**config.mk**
```make
export PLATFORM = sky130hd
export DESIGN_NAME = bitop_alu
export DESIGN_NICKNAME = d
export VERILOG_FILES = /design/src/rtl/bitop_pkg.sv /design/src/rtl/bitop_decode.sv /design/src/rtl/bitop_exec.sv /design/src/rtl/bitop_alu.sv
export SDC_FILE = /design/constraint.sdc
export NUM_CORES = 1
export LEC_CHECK = 0
export BUFFER_PORTS_ARGS = -buffer_cell sky130_fd_sc_hd__buf_2
export CAP_MARGIN = 20
export CELL_PAD_IN_SITES_DETAIL_PLACEMENT = 1
export CELL_PAD_IN_SITES_GLOBAL_PLACEMENT = 1
export CORE_ASPECT_RATIO = 1.1
export CORE_UTILIZATION = 37
export DETAILED_ROUTE_END_ITERATION = 8
export HOLD_SLACK_MARGIN = 0.08
export PLACE_DENSITY = 0.77
export SLEW_MARGIN = 25
export SYNTH_ARGS = -nofsm -noshare
export SYNTH_HDL_FRONTEND = slang
export SYNTH_SLANG_ARGS = --single-unit
```
**constraint.sdc**
```tcl
create_clock -name clk -period 0.8 [get_ports clk]
set_clock_uncertainty 0.15 [all_clocks]
set_input_delay 0.08 -clock clk [delete_from_list [all_inputs] [get_ports clk]]
set_output_delay 0.08 -clock clk [all_outputs]
set_load 0.005 [all_outputs]
```
**src/rtl/bitop_pkg.sv**
```systemverilog
package bitop_pkg;
   // operation classes decoded from the sub-opcode
   typedef enum logic [3:0] {
      CLS_ROL_CIRC = 4'd0,
      CLS_ROR_CIRC = 4'd1,
      CLS_ROL_CY   = 4'd2,
      CLS_ROR_CY   = 4'd3,
      CLS_SHL      = 4'd4,
      CLS_SHR_ARI  = 4'd5,
      CLS_NIB_XCH  = 4'd6,
      CLS_SHR_LOG  = 4'd7,
      CLS_TEST     = 4'd8,
      CLS_CLEAR    = 4'd9,
      CLS_SETB     = 4'd10
   } op_class_t;

   typedef struct packed {
      logic z;
      logic n;
      logic h;
      logic c;
   } flag_t;
endpackage

```
**src/rtl/bitop_decode.sv**
```systemverilog
module bitop_decode
   import bitop_pkg::*;
#(
   parameter int OPC_W = 8
) (
   input  logic [OPC_W-1:0]  sub_op,
   output op_class_t         op_class,
   output logic [2:0]        bit_idx,
   output logic [2:0]        tgt
);
   localparam int GRP_HI = OPC_W - 1;
   localparam int GRP_LO = OPC_W - 2;

   if (OPC_W != 8) begin : g_bad_opc
      $error("bitop_decode: OPC_W must be 8");
   end

   logic [1:0] grp;
   assign grp     = sub_op[GRP_HI:GRP_LO];
   assign bit_idx = sub_op[5:3];
   assign tgt     = sub_op[2:0];

   always_comb begin
      unique case (grp)
         2'b00:   op_class = op_class_t'({1'b0, sub_op[5:3]});
         2'b01:   op_class = CLS_TEST;
         2'b10:   op_class = CLS_CLEAR;
         default: op_class = CLS_SETB;
      endcase
   end
endmodule

```
**src/rtl/bitop_exec.sv**
```systemverilog
module bitop_exec
   import bitop_pkg::*;
#(
   parameter int DATA_W = 8
) (
   input  op_class_t          op_class,
   input  logic [2:0]         bit_idx,
   input  logic [DATA_W-1:0]  x,
   input  flag_t              fin,
   output logic [DATA_W-1:0]  r,
   output flag_t              fout,
   output logic               wr
);
   localparam int MSB = DATA_W - 1;
   localparam int NIB = DATA_W / 2;

   // one-hot bit mask from the index
   logic [DATA_W-1:0] mask;
   for (genvar i = 0; i < DATA_W; i++) begin : g_mask
      assign mask[i] = (bit_idx == i[2:0]);
   end

   logic co;

   always_comb begin
      r    = x;
      co   = 1'b0;
      fout = fin;
      wr   = 1'b1;
      unique case (op_class)
         CLS_ROL_CIRC: begin r = {x[MSB-1:0], x[MSB]}; co = x[MSB]; end
         CLS_ROR_CIRC: begin r = {x[0], x[MSB:1]};     co = x[0];   end
         CLS_ROL_CY:   begin r = {x[MSB-1:0], fin.c};  co = x[MSB]; end
         CLS_ROR_CY:   begin r = {fin.c, x[MSB:1]};    co = x[0];   end
         CLS_SHL:      begin r = {x[MSB-1:0], 1'b0};   co = x[MSB]; end
         CLS_SHR_ARI:  begin r = {x[MSB], x[MSB:1]};   co = x[0];   end
         CLS_NIB_XCH:  begin r = {x[NIB-1:0], x[MSB:NIB]}; co = 1'b0; end
         CLS_SHR_LOG:  begin r = {1'b0, x[MSB:1]};     co = x[0];   end
         CLS_TEST:     begin r = x; wr = 1'b0; end
         CLS_CLEAR:    r = x & ~mask;
         CLS_SETB:     r = x | mask;
         default:      r = x;
      endcase

      if (op_class == CLS_TEST) begin
         fout.z = ~|(x & mask);
         fout.n = 1'b0;
         fout.h = 1'b1;
      end else if (op_class != CLS_CLEAR && op_class != CLS_SETB) begin
         fout.z = ~|r;
         fout.n = 1'b0;
         fout.h = 1'b0;
         fout.c = co;
      end
   end
endmodule

```
**src/rtl/bitop_alu.sv**
```systemverilog
module bitop_alu
   import bitop_pkg::*;
#(
   parameter int DATA_W  = 8,
   parameter int OPC_W   = 8,
   parameter bit OUT_REG = 1'b1
) (
   input  logic              clk,
   input  logic              rst_n,
   input  logic [OPC_W-1:0]  sub_op,
   input  logic [DATA_W-1:0] operand,
   input  logic [3:0]        flags_in,
   output logic [DATA_W-1:0] result,
   output logic [3:0]        flags_out,
   output logic              wr_en,
   output logic [2:0]        target_sel
);
   if (DATA_W != 8) begin : g_bad_width
      $error("bitop_alu: DATA_W must be 8");
   end

   op_class_t         cls;
   logic [2:0]        idx;
   logic [2:0]        tgt_c;
   logic [DATA_W-1:0] res_c;
   flag_t             flg_c;
   logic              wr_c;

   bitop_decode #(.OPC_W(OPC_W)) u_dec (
      .sub_op   (sub_op),
      .op_class (cls),
      .bit_idx  (idx),
      .tgt      (tgt_c)
   );

   bitop_exec #(.DATA_W(DATA_W)) u_exe (
      .op_class (cls),
      .bit_idx  (idx),
      .x        (operand),
      .fin      (flag_t'(flags_in)),
      .r        (res_c),
      .fout     (flg_c),
      .wr       (wr_c)
   );

   if (OUT_REG) begin : g_reg
      always_ff @(posedge clk or negedge rst_n) begin
         if (!rst_n) begin
            result     <= '0;
            flags_out  <= '0;
            wr_en      <= 1'b0;
            target_sel <= '0;
         end else begin
            result     <= res_c;
            flags_out  <= flg_c;
            wr_en      <= wr_c;
            target_sel <= tgt_c;
         end
      end
   end else begin : g_comb
      assign result     = res_c;
      assign flags_out  = flg_c;
      assign wr_en      = wr_c;
      assign target_sel = tgt_c;
   end
endmodule

```
==> results.toml, run 1 <==
[floorplanning]
pin_count = 38
start_util_pct = 38.8
fp.dieH_um = 64.0
rows = 22
die_w_um = 58.4

[clock_network]
cts-root-buf = "clkbuf_4"
ctsResizeCount = 49
cts_buffers = 3
cts_sinks = 16
clk_path_buf_depth = 2
cts_htree_levels = 1
postCtsSetupBuffers = 12
holdBufCountCts = 4

[placed_design]
place_congestion = 0.925
io_buffers = 37
post_dp_cell_area_um2 = 2090
hpwl_um = 4700

[status]
lastStage = "clock tree synthesis (4_1_cts)"
tool.error = "[ERROR DPL-0033] detailed placement checks failed during check placement."
status = "aborted with a tool error"

[logic_synthesis]
synth_most_common_cell = "dfrtp_1"
async_reset_ff_share_pct = 100
synth_warnings = 0
syn-cell-area_um2 = 1290
yosysUniqueCellTypes = 47
ys_ff_latch = 16
synth_ff_type = "dfrtp_1"
syn_inst = 158
synth.yosys.seq_area_share_pct = 31.0
synth-edff-count = 0
avgSynthCellArea_um2 = 8.18
synth_top_cell_by_area = "dfrtp_1"
synth_nets = 181
synth.top_cells.by_area = "dfrtp_1 (31%), mux2i_1 (6.2%), a21oi_1 (5.0%)"
synth_top_cells_by_count = "dfrtp_1 (16), a21oi_1 (13), nand2_1 (12), nand3_1 (12), o21ai_0 (10)"
synth_top_cell_area_share_pct = 31.0
-- metrics by stage --
| stage | hold WS, ns | std cells | setup slack (ns) |
|---|---|---|---|
| floorplan | -0.366 | 158 | -0.724 |
| global placement | -0.162 | 289 | -0.950 |
| detailed placement | -0.150 | 289 | -1.06 |
-- cells by family after synthesis --
| kind of cell | Yosys count | synth area share, % |
|---|---|---|
| simple gates | 53 | 21.2 |
| mux | 12 | 10.8 |
| xor+xnor | 2 | 1.36 |
| buf+inv | 21 | 7.07 |
| flops | 16 | 31.0 |
| compound gates | 53 | 27.6 |
| fa+ha+maj | 1 | 0.968 |
==> inputs of run 2 (changes only) <==
--- a/config.mk
+++ b/config.mk
@@ -7,13 +7,10 @@
 export LEC_CHECK = 0
 export BUFFER_PORTS_ARGS = -buffer_cell sky130_fd_sc_hd__buf_2
 export CAP_MARGIN = 20
-export CELL_PAD_IN_SITES_DETAIL_PLACEMENT = 1
-export CELL_PAD_IN_SITES_GLOBAL_PLACEMENT = 1
-export CORE_ASPECT_RATIO = 1.1
-export CORE_UTILIZATION = 37
+export CORE_AREA = 2 2 63 65
 export DETAILED_ROUTE_END_ITERATION = 8
-export HOLD_SLACK_MARGIN = 0.08
-export PLACE_DENSITY = 0.77
+export DIE_AREA = 0 0 65 67
+export PLACE_DENSITY_LB_ADDON = 0.15
 export SLEW_MARGIN = 25
 export SYNTH_ARGS = -nofsm -noshare
 export SYNTH_HDL_FRONTEND = slang
==> run 2 against run 1 <==
  * The flow now finishes, with violations (hold timing, setup timing)
  * Synthesized cell count did not move
  * Area after synthesis did not move
==> results.toml, run 2 <==
[floorplanning]
core-area_um2 = 3610
rows = 22
die_w_um = 65
die_area_um2 = 4360
pin_count = 38
fp.dieH_um = 67
start_util_pct = 35.8

[logic_synthesis]
syn-cell-area_um2 = 1290
synth_warnings = 0
syn_inst = 158
synth_nets = 181
synth_top_cell_by_area = "dfrtp_1"
synth_most_common_cell = "dfrtp_1"
synth_ff_type = "dfrtp_1"
ys_ff_latch = 16
synth.yosys.seq_area_share_pct = 31.0
synth_top_cells_by_count = "dfrtp_1 (16), a21oi_1 (13), nand2_1 (12), nand3_1 (12), o21ai_0 (10)"
synth_top_cell_area_share_pct = 31.0
synth-edff-count = 0
avgSynthCellArea_um2 = 8.18
yosysUniqueCellTypes = 47
async_reset_ff_share_pct = 100
synth.top_cells.by_area = "dfrtp_1 (31%), mux2i_1 (6.2%), a21oi_1 (5.0%)"

[sta]
setup_viol = 29
finalSetupTns_ns = -6.28
period_share_pct = 183
max_slew_margin_pct = 78.3
min_period_ns = 1.47
layout_setup_ws_ns = -0.666
max_freq_mhz = 682
grt_setup_unrepaired = "true"
slew_viol_final = 0
worstMarginPinSlew_ns = 0.323
hold_viol = 2
hold-worst-slack_ns = -0.0625

[routing]
post-route-drc-count = 0
wl_met3_um = 317
drtIter0Drc = 43
vias_per_cell = 5.43
dr.pass1.iters = 4
top_layer = "met4"
vias = 1635
ant_nets = 0
wl_met2_um = 2360
post_drt_wl_per_cell_um = 15.9
m1WireLength_um = 2000
routed_wl_um = 4780

[power]
power_density_nw_per_um2 = 1130
irDropWorstVdd_uv = 463
p_leak_nw = 1.15

[finish]
layout_common_cells = "buf_4 (47), buf_2 (32), buf_6 (17)"
top_regs = "result: 8 flops, flags_out: 4 flops, target_sel: 3 flops"
diodes = 0
top_register = "result"
drive_above_1_share_pct = 64.0
synthToLayoutAreaGrowth_pct = 94.6
largest_register_ffs = 8
layout_commonest_cell = "buf_4"
nNetsFinal = 278

[setup_path]
cp.depth = 9
crit_path_cell_trace = "buf_12 > inv_12 > ha_4 > nand2b_4 > nor4_2 > a21oi_2 > nand2_1 > o311ai_2 > o41ai_2"
path_max_fanout = 5
cp.buffers_inverters = 2
endpoint_kind = "register"
critPathKind = "primary input to register"
crit_family = "simple AND/OR/NAND/NOR gates"
max_stage_delay_ns = 0.33
worstPathArrival_ns = 1.44
critPathSlowestCell = "ha_4"
cp-start-kind = "primary input"
critPathRequiredTime_ns = 0.78

[clock_network]
clk_path_buf_depth = 2
cts-root-buf = "clkbuf_8"
clk_pin_slew_ns = 0.05
cts_buffers = 3
holdBufCountCts = 4
tritoncts = "yes"
cts_sinks = 16
cts_htree_levels = 1

[placed_design]
place_congestion = 0.893
io_buffers = 37
place_ws_ns = -0.999
hpwl_um = 3470

[min_path]
holdPathStages = 2
hold_class = "primary input to register"

[grt]
grt_use_total_pct = 22.4
grt_pass1_wl_um = 7530
antenna_found_initial = 0
grt-ovfl-total = 0
grt_pass1_vias = 1598
grt_max_degree = 17

[run]
drv_cap = 0

[status]
violations = "hold timing, setup timing"
status = "complete, but fails checks"
## run 2: cell counts after synthesis
No cell type changed its count.
## run 2: logic make-up after synthesis
| family | count (synthesis) | synth area share (%) |
|---|---|---|
| AOI/OAI and AO/OA | 53 | 27.6 |
| xor gates and xnor gates | 2 | 1.36 |
| adders and majority gates | 1 | 0.968 |
| buffers and inverters | 21 | 7.07 |
| DFF | 16 | 31.0 |
| muxes | 12 | 10.8 |
| and+or+nand+nor | 53 | 21.2 |
## run 2: layer usage
metal / vias up / track usage (%)
met5: - / 0
li1: 772 / -
met4: 0 / 8.78
met1: 771 / 27.2
met2: 74 / 40.6
met3: 18 / 2.20
## run 2: through the flow
stage | instances | hold WS, ns | area, µm² | util, % | power [W]
2_1_floorplan | 158 | -0.366 | 1520 | - | 0.00151
3_3_place_gp | 282 | -0.158 | 2030 | 56.4 | 0.00199
3_5_place_dp | 282 | -0.156 | 2030 | 56.4 | 0.00199
4_1_cts | 301 | -0.0671 | 2430 | 67.3 | 0.00279
5_1_grt | 301 | -0.0590 | 2510 | 69.7 | 0.00301
6_report | 301 | -0.0625 | 2510 | 69.7 | 0.00284
## run 2: worst paths after layout
kind / start / end / slack (ns)
setup / recovery: sub_op[7] / flags_out[3]$_DFF_PN0_ / -0.67
hold / removal: flags_in[2] / flags_out[2]$_DFF_PN0_ / -0.06
max in group asynchronous: rst_n / flags_out[2]$_DFF_PN0_ / 0.15
min in group asynchronous: rst_n / result[7]$_DFF_PN0_ / 0.11
## run 2: layout make-up
class | count | area, µm²
sequential | 16 | 400
tap | 48 | 60.1
multi-input combinational | 122 | 1090
inverter | 5 | 38.8
timing repair buffer | 107 | 880
fill | 279 | 1090
clock buffer | 3 | 41.3
## run 2: where the power goes
group | switching, W | total (W) | internal, W
registers | 0.0000141 | 0.000903 | 0.000889
logic | 0.000639 | 0.00139 | 0.000752
clock network | 0.000217 | 0.000548 | 0.000331
total | 0.000870 | 0.00284 | 0.00197
## run 2: what timing repair did
action / CTS / global route
resized for setup: 51 / 24
cloned: 1 / 0
endpoints found under the hold margin: 21 / 2
pin swaps: 11 / 13
buffers inserted: 13 / 3
endpoints found under the setup margin: 29 / 29
No activity file was read; power rests on OpenSTA's default activity.
==> inputs of run 3 (changes only) <==
--- a/config.mk
+++ b/config.mk
@@ -11,6 +11,7 @@
 export DETAILED_ROUTE_END_ITERATION = 8
 export DIE_AREA = 0 0 65 67
 export PLACE_DENSITY_LB_ADDON = 0.15
+export RECOVER_POWER = 25
 export SLEW_MARGIN = 25
 export SYNTH_ARGS = -nofsm -noshare
 export SYNTH_HDL_FRONTEND = slang
==> run 3 against run 2 <==
  * The flow still finishes with violations (hold timing, setup timing)
  * Via count shrank 0.67%
  * Final cell count unchanged
  * Combinational power hardly changed
  * Highest routed layer unchanged
  * Critical path type unchanged
  * Fmax is essentially flat
  * Sequential share of layout area unchanged
  * Power barely moved
==> results.toml, run 3 (synthesis results as in run 2) <==
[setup_path]
crit_path_cell_trace = "buf_12 > inv_12 > ha_4 > nand2b_4 > nor4_2 > a21oi_2 > nand2_1 > o311ai_2 > o41ai_2"
cp-start-kind = "primary input"
critPathRequiredTime_ns = 0.78
critPathSlowestCell = "ha_4"
path_max_fanout = 5
max_stage_delay_ns = 0.33
worstPathArrival_ns = 1.44
endpoint_kind = "register"
critPathKind = "primary input to register"

[finish]
diodes = 0
fillers = 279
layout_common_cells = "buf_4 (47), buf_2 (31), buf_6 (17)"
top_regs = "result: 8 flops, flags_out: 4 flops, target_sel: 3 flops"
layout_commonest_cell = "buf_4"
multi_input_area_um2 = 1090
synthToLayoutAreaGrowth_pct = 94.6
seq_area_um2 = 400
post-route-util_pct = 69.7
top_register = "result"
drive_above_1_share_pct = 64.0
largest_register_ffs = 8
nNetsFinal = 278
final_cell_area_um2 = 2510

[placed_design]
io_buffers = 37
hpwl_um = 3470
post_dp_cell_area_um2 = 2030
place_congestion = 0.893
place_ws_ns = -0.999

[routing]
ant_nets = 0
vias_per_cell = 5.40
drtIter0Drc = 43
post-route-drc-count = 0
vias = 1624
post_drt_wl_per_cell_um = 15.9
routed_wl_um = 4790
dr.pass1.iters = 4

[clock_network]
cts-root-buf = "clkbuf_8"
clk_path_buf_depth = 2
clk_pin_slew_ns = 0.05
cts_htree_levels = 1
holdBufCountCts = 4
cts_buffers = 3
cts_sinks = 16
tritoncts = "yes"

[grt]
grt_pass1_vias = 1598
grt_use_total_pct = 22.4
grt-ovfl-total = 0
grt_pass1_wl_um = 7530
grt_max_degree = 17
antenna_found_initial = 0

[sta]
hold-worst-slack_ns = -0.0626
setup_viol = 29
worstMarginPinSlew_ns = 0.351
max_freq_mhz = 682
slew_viol_final = 0
grt_setup_unrepaired = "true"
min_period_ns = 1.47
hold_viol = 2
finalSetupTns_ns = -6.28
layout_setup_ws_ns = -0.667
max_slew_margin_pct = 76.6
period_share_pct = 183

[status]
violations = "hold timing, setup timing"
status = "complete, but fails checks"

[power]
power_density_nw_per_um2 = 1130
total_power_w = 0.00284
irDropWorstVdd_uv = 463
p_leak_nw = 1.15

[floorplanning]
die_w_um = 65
pin_count = 38
fp.dieH_um = 67
start_util_pct = 35.8
rows = 22
die_area_um2 = 4360
core-area_um2 = 3610

[min_path]
hold_class = "primary input to register"

[run]
drv_cap = 0
## run 3: cell count changes in the layout (fill, tap and decap cells not counted), sizes merged
cell    before  now
buf        103  102
clkbuf       3    4
## run 3: what timing repair did
| action | in CTS | in global routing |
|---|---|---|
| gates cloned | 1 | 0 |
| hold endpoints to repair | 21 | 2 |
| resized for setup | 51 | 24 |
| pin swaps | 11 | 13 |
| buffers inserted | 13 | 3 |
| setup endpoints to repair | 29 | 29 |
## run 3: cell type report
cell class / instances / area share (%)
Multi-Input combinational cell: 122 / 43.5
Sequential cell: 16 / 15.9
Tap cell: 48 / 2.39
Clock buffer: 3 / 1.64
Inverter: 5 / 1.54
Timing Repair Buffer: 107 / 35.0
## run 3: critical path: cells and delay by family
kind / cells / cell delay (ns)
compound gates: 3 / 0.39
buf+inv: 2 / 0.14
simple gates: 3 / 0.49
fa+ha+maj: 1 / 0.33
## run 3: per-layer routing
metal | GRT usage [%] | vias to the layer above | wire length [µm]
met5 | 0 | - | 0
li1 | - | 772 | -
met1 | 27.2 | 767 | 2000
met3 | 2.20 | 13 | 297
met4 | 8.78 | 0 | 86
met2 | 40.6 | 72 | 2410
## run 3: power breakdown
group	total, W	internal (W)	leakage, nW	switching (W)
Clock	0.000548	0.000331	0.0216	0.000217
Combinational	0.00139	0.000752	0.940	0.000640
Sequential	0.000903	0.000889	0.188	0.0000141
Total	0.00284	0.00197	1.15	0.000871
## run 3: worst paths after layout
path	to	cells after the start	startpoint
worst max-delay path	flags_out[3]$_DFF_PN0_	9	sub_op[7]
worst min-delay path	flags_out[2]$_DFF_PN0_	2	flags_in[2]
max in group asynchronous	flags_out[2]$_DFF_PN0_	2	rst_n
min in group asynchronous	result[7]$_DFF_PN0_	2	rst_n
## run 3: through the flow
step           cells  hold slack, ns
2_1_floorplan    158          -0.366
3_3_place_gp     282          -0.158
3_5_place_dp     282          -0.156
4_1_cts          301         -0.0671
5_1_grt          301         -0.0590
6_report         301         -0.0626
==> inputs of run 4 (changes only) <==
==> constraint.sdc (replaced) <==
create_clock -name clk -period 1.77 [get_ports clk]
set_clock_uncertainty 0.15 [all_clocks]
set_input_delay 0.177 -clock clk [delete_from_list [all_inputs] [get_ports clk]]
set_output_delay 0.177 -clock clk [all_outputs]
set_load 0.005 [all_outputs]
==> run 4 against run 3 <==
  * Sequential cell count stayed put
  * Clock-buffer cell count grew 1
  * Clock power down 44%
  * Setup slack gained 0.81 ns
  * Hold slack better by 0.10 ns
  * The flow now finishes without violations
  * Utilization down 19 points
==> results.toml, run 4 (synthesis results as in run 2) <==
[grt]
grt_pass1_wl_um = 6090
antenna_found_initial = 0
grt_pass1_vias = 1282
grt-ovfl-total = 0
grt_use_total_pct = 18.0
grt_max_degree = 17

[sta]
min_period_ns = 1.63
slew_viol_final = 0
hold-worst-slack_ns = 0.0374
setup_viol = 0
period_share_pct = 91.9
grt_setup_unrepaired = "false"
layout_setup_ws_ns = 0.144
finalSetupTns_ns = 0
max_slew_margin_pct = 47.6
max_freq_mhz = 615
hold_viol = 0
worstMarginPinSlew_ns = 0.786

[finish]
top_register = "result"
largest_register_ffs = 8
layout_commonest_cell = "buf_2"
nNetsFinal = 240
layout_common_cells = "buf_2 (36), buf_4 (28), dfrtp_1 (16)"
final_cell_area_um2 = 1810
synthToLayoutAreaGrowth_pct = 40.4
drive_above_1_share_pct = 38.0
diodes = 0
top_regs = "result: 8 flops, flags_out: 4 flops, target_sel: 3 flops"

[power]
p_int_w = 0.000793
p_comb_share_pct = 35.9
power_frac_seq_pct = 36.6
switching_share_pct = 29.0
irDropWorstVdd_uv = 282
power_density_nw_per_um2 = 615
clock_power_share_pct = 27.5
switchingPower_w = 0.000323
total_power_w = 0.00112
p_leak_nw = 0.857

[routing]
vias = 1397
dr.pass1.iters = 4
ant_nets = 0
drtIter0Drc = 93
post-route-drc-count = 0
routed_wl_um = 3770
post_drt_wl_per_cell_um = 14.3
vias_per_cell = 5.29

[floorplanning]
rows = 22
die_w_um = 65
start_util_pct = 35.8
core-area_um2 = 3610
fp.dieH_um = 67
die_area_um2 = 4360
pin_count = 38

[clock_network]
postCtsSetupBuffers = 0
clk_pin_slew_ns = 0.06
cts-root-buf = "clkbuf_8"
clk_path_buf_depth = 2
cts_sinks = 16
cts_htree_levels = 1
cts_buffers = 3
tritoncts = "yes"

[setup_path]
critPathRequiredTime_ns = 1.76
crit_path_cell_trace = "buf_2 > inv_1 > buf_4 > a21oi_1 > mux2_2 > a21oi_2 > o311ai_1 > o41ai_2"
crit_family = "compound AO/OA/AOI/OAI gates"
endpoint_kind = "register"
max_stage_delay_ns = 0.37
cp-start-kind = "primary input"
path_max_fanout = 3
critPathKind = "primary input to register"
critPathSlowestCell = "mux2_2"
cp.buffers_inverters = 3
worstPathArrival_ns = 1.62

[placed_design]
io_buffers = 37
place_congestion = 0.925
place_ws_ns = -0.167
hpwl_um = 3020
post_dp_cell_area_um2 = 1700

[run]
drv_cap = 0

[status]
status = "complete, no violations"

[min_path]
hold_class = "primary input to register"
[run 4: changes by cell type in the layout (fill, tap and decap cells not counted), moves of 4 or more]
cell,previous run,this run
buf_4,47,28
buf_6,17,0
a21oi_1,7,13
a21oi_2,6,1
buf_12,6,1
buf_2,31,36
o21ai_0,5,10
nand3_1,8,12
nand3_2,4,0
[run 4: through the flow]
step / cells / util, %
floorplan: 158 / -
global placement: 256 / 47.0
detailed placement: 256 / 47.0
CTS: 264 / 49.7
global route: 264 / 50.3
finish: 264 / 50.3
[run 4: final timing paths]
| path | depth (start not counted) | slack, ns | startpoint | to |
|---|---|---|---|---|
| max | 8 | 0.14 | sub_op[7] | flags_out[3]$_DFF_PN0_ |
| min | 2 | 0.04 | flags_in[2] | flags_out[2]$_DFF_PN0_ |
| max in group asynchronous | 2 | 0.61 | rst_n | result[3]$_DFF_PN0_ |
| min in group asynchronous | 2 | 0.37 | rst_n | flags_out[1]$_DFF_PN0_ |
[run 4: layout make-up]
class | instances | area [µm²]
well taps | 48 | 60.1
repair buffers | 70 | 454
clock buffers | 4 | 55.1
multi-input cells | 121 | 826
inverters | 5 | 18.8
flip-flops and latches | 16 | 400
fillers | 378 | 1790
[run 4: repair_timing]
| item | CTS | global route |
|---|---|---|
| hold buffers | 4 | 0 |
| gates resized for setup | 0 | 4 |
| setup endpoints to repair | 0 | 1 |
| endpoints found under the hold margin | 19 | 0 |
[run 4: routing by layer]
| layer | up-vias | routed length, µm | track usage [%] |
|---|---|---|---|
| li1 | 698 | - | - |
| met1 | 649 | 1770 | 22.9 |
| met2 | 44 | 1760 | 30.8 |
| met3 | 6 | 178 | 2.03 |
| met4 | 0 | 55 | 7.45 |
| met5 | - | 0 | 0 |
[run 4: power by group through the flow]
stage | logic [W] | registers, W | clock network, W
floorplan | 0.000198 | 0.000423 | 0
global placement | 0.000382 | 0.000415 | 0
detailed placement | 0.000383 | 0.000415 | 0
CTS | 0.000391 | 0.000409 | 0.000315
global route | 0.000440 | 0.000413 | 0.000340
finish | 0.000401 | 0.000408 | 0.000307
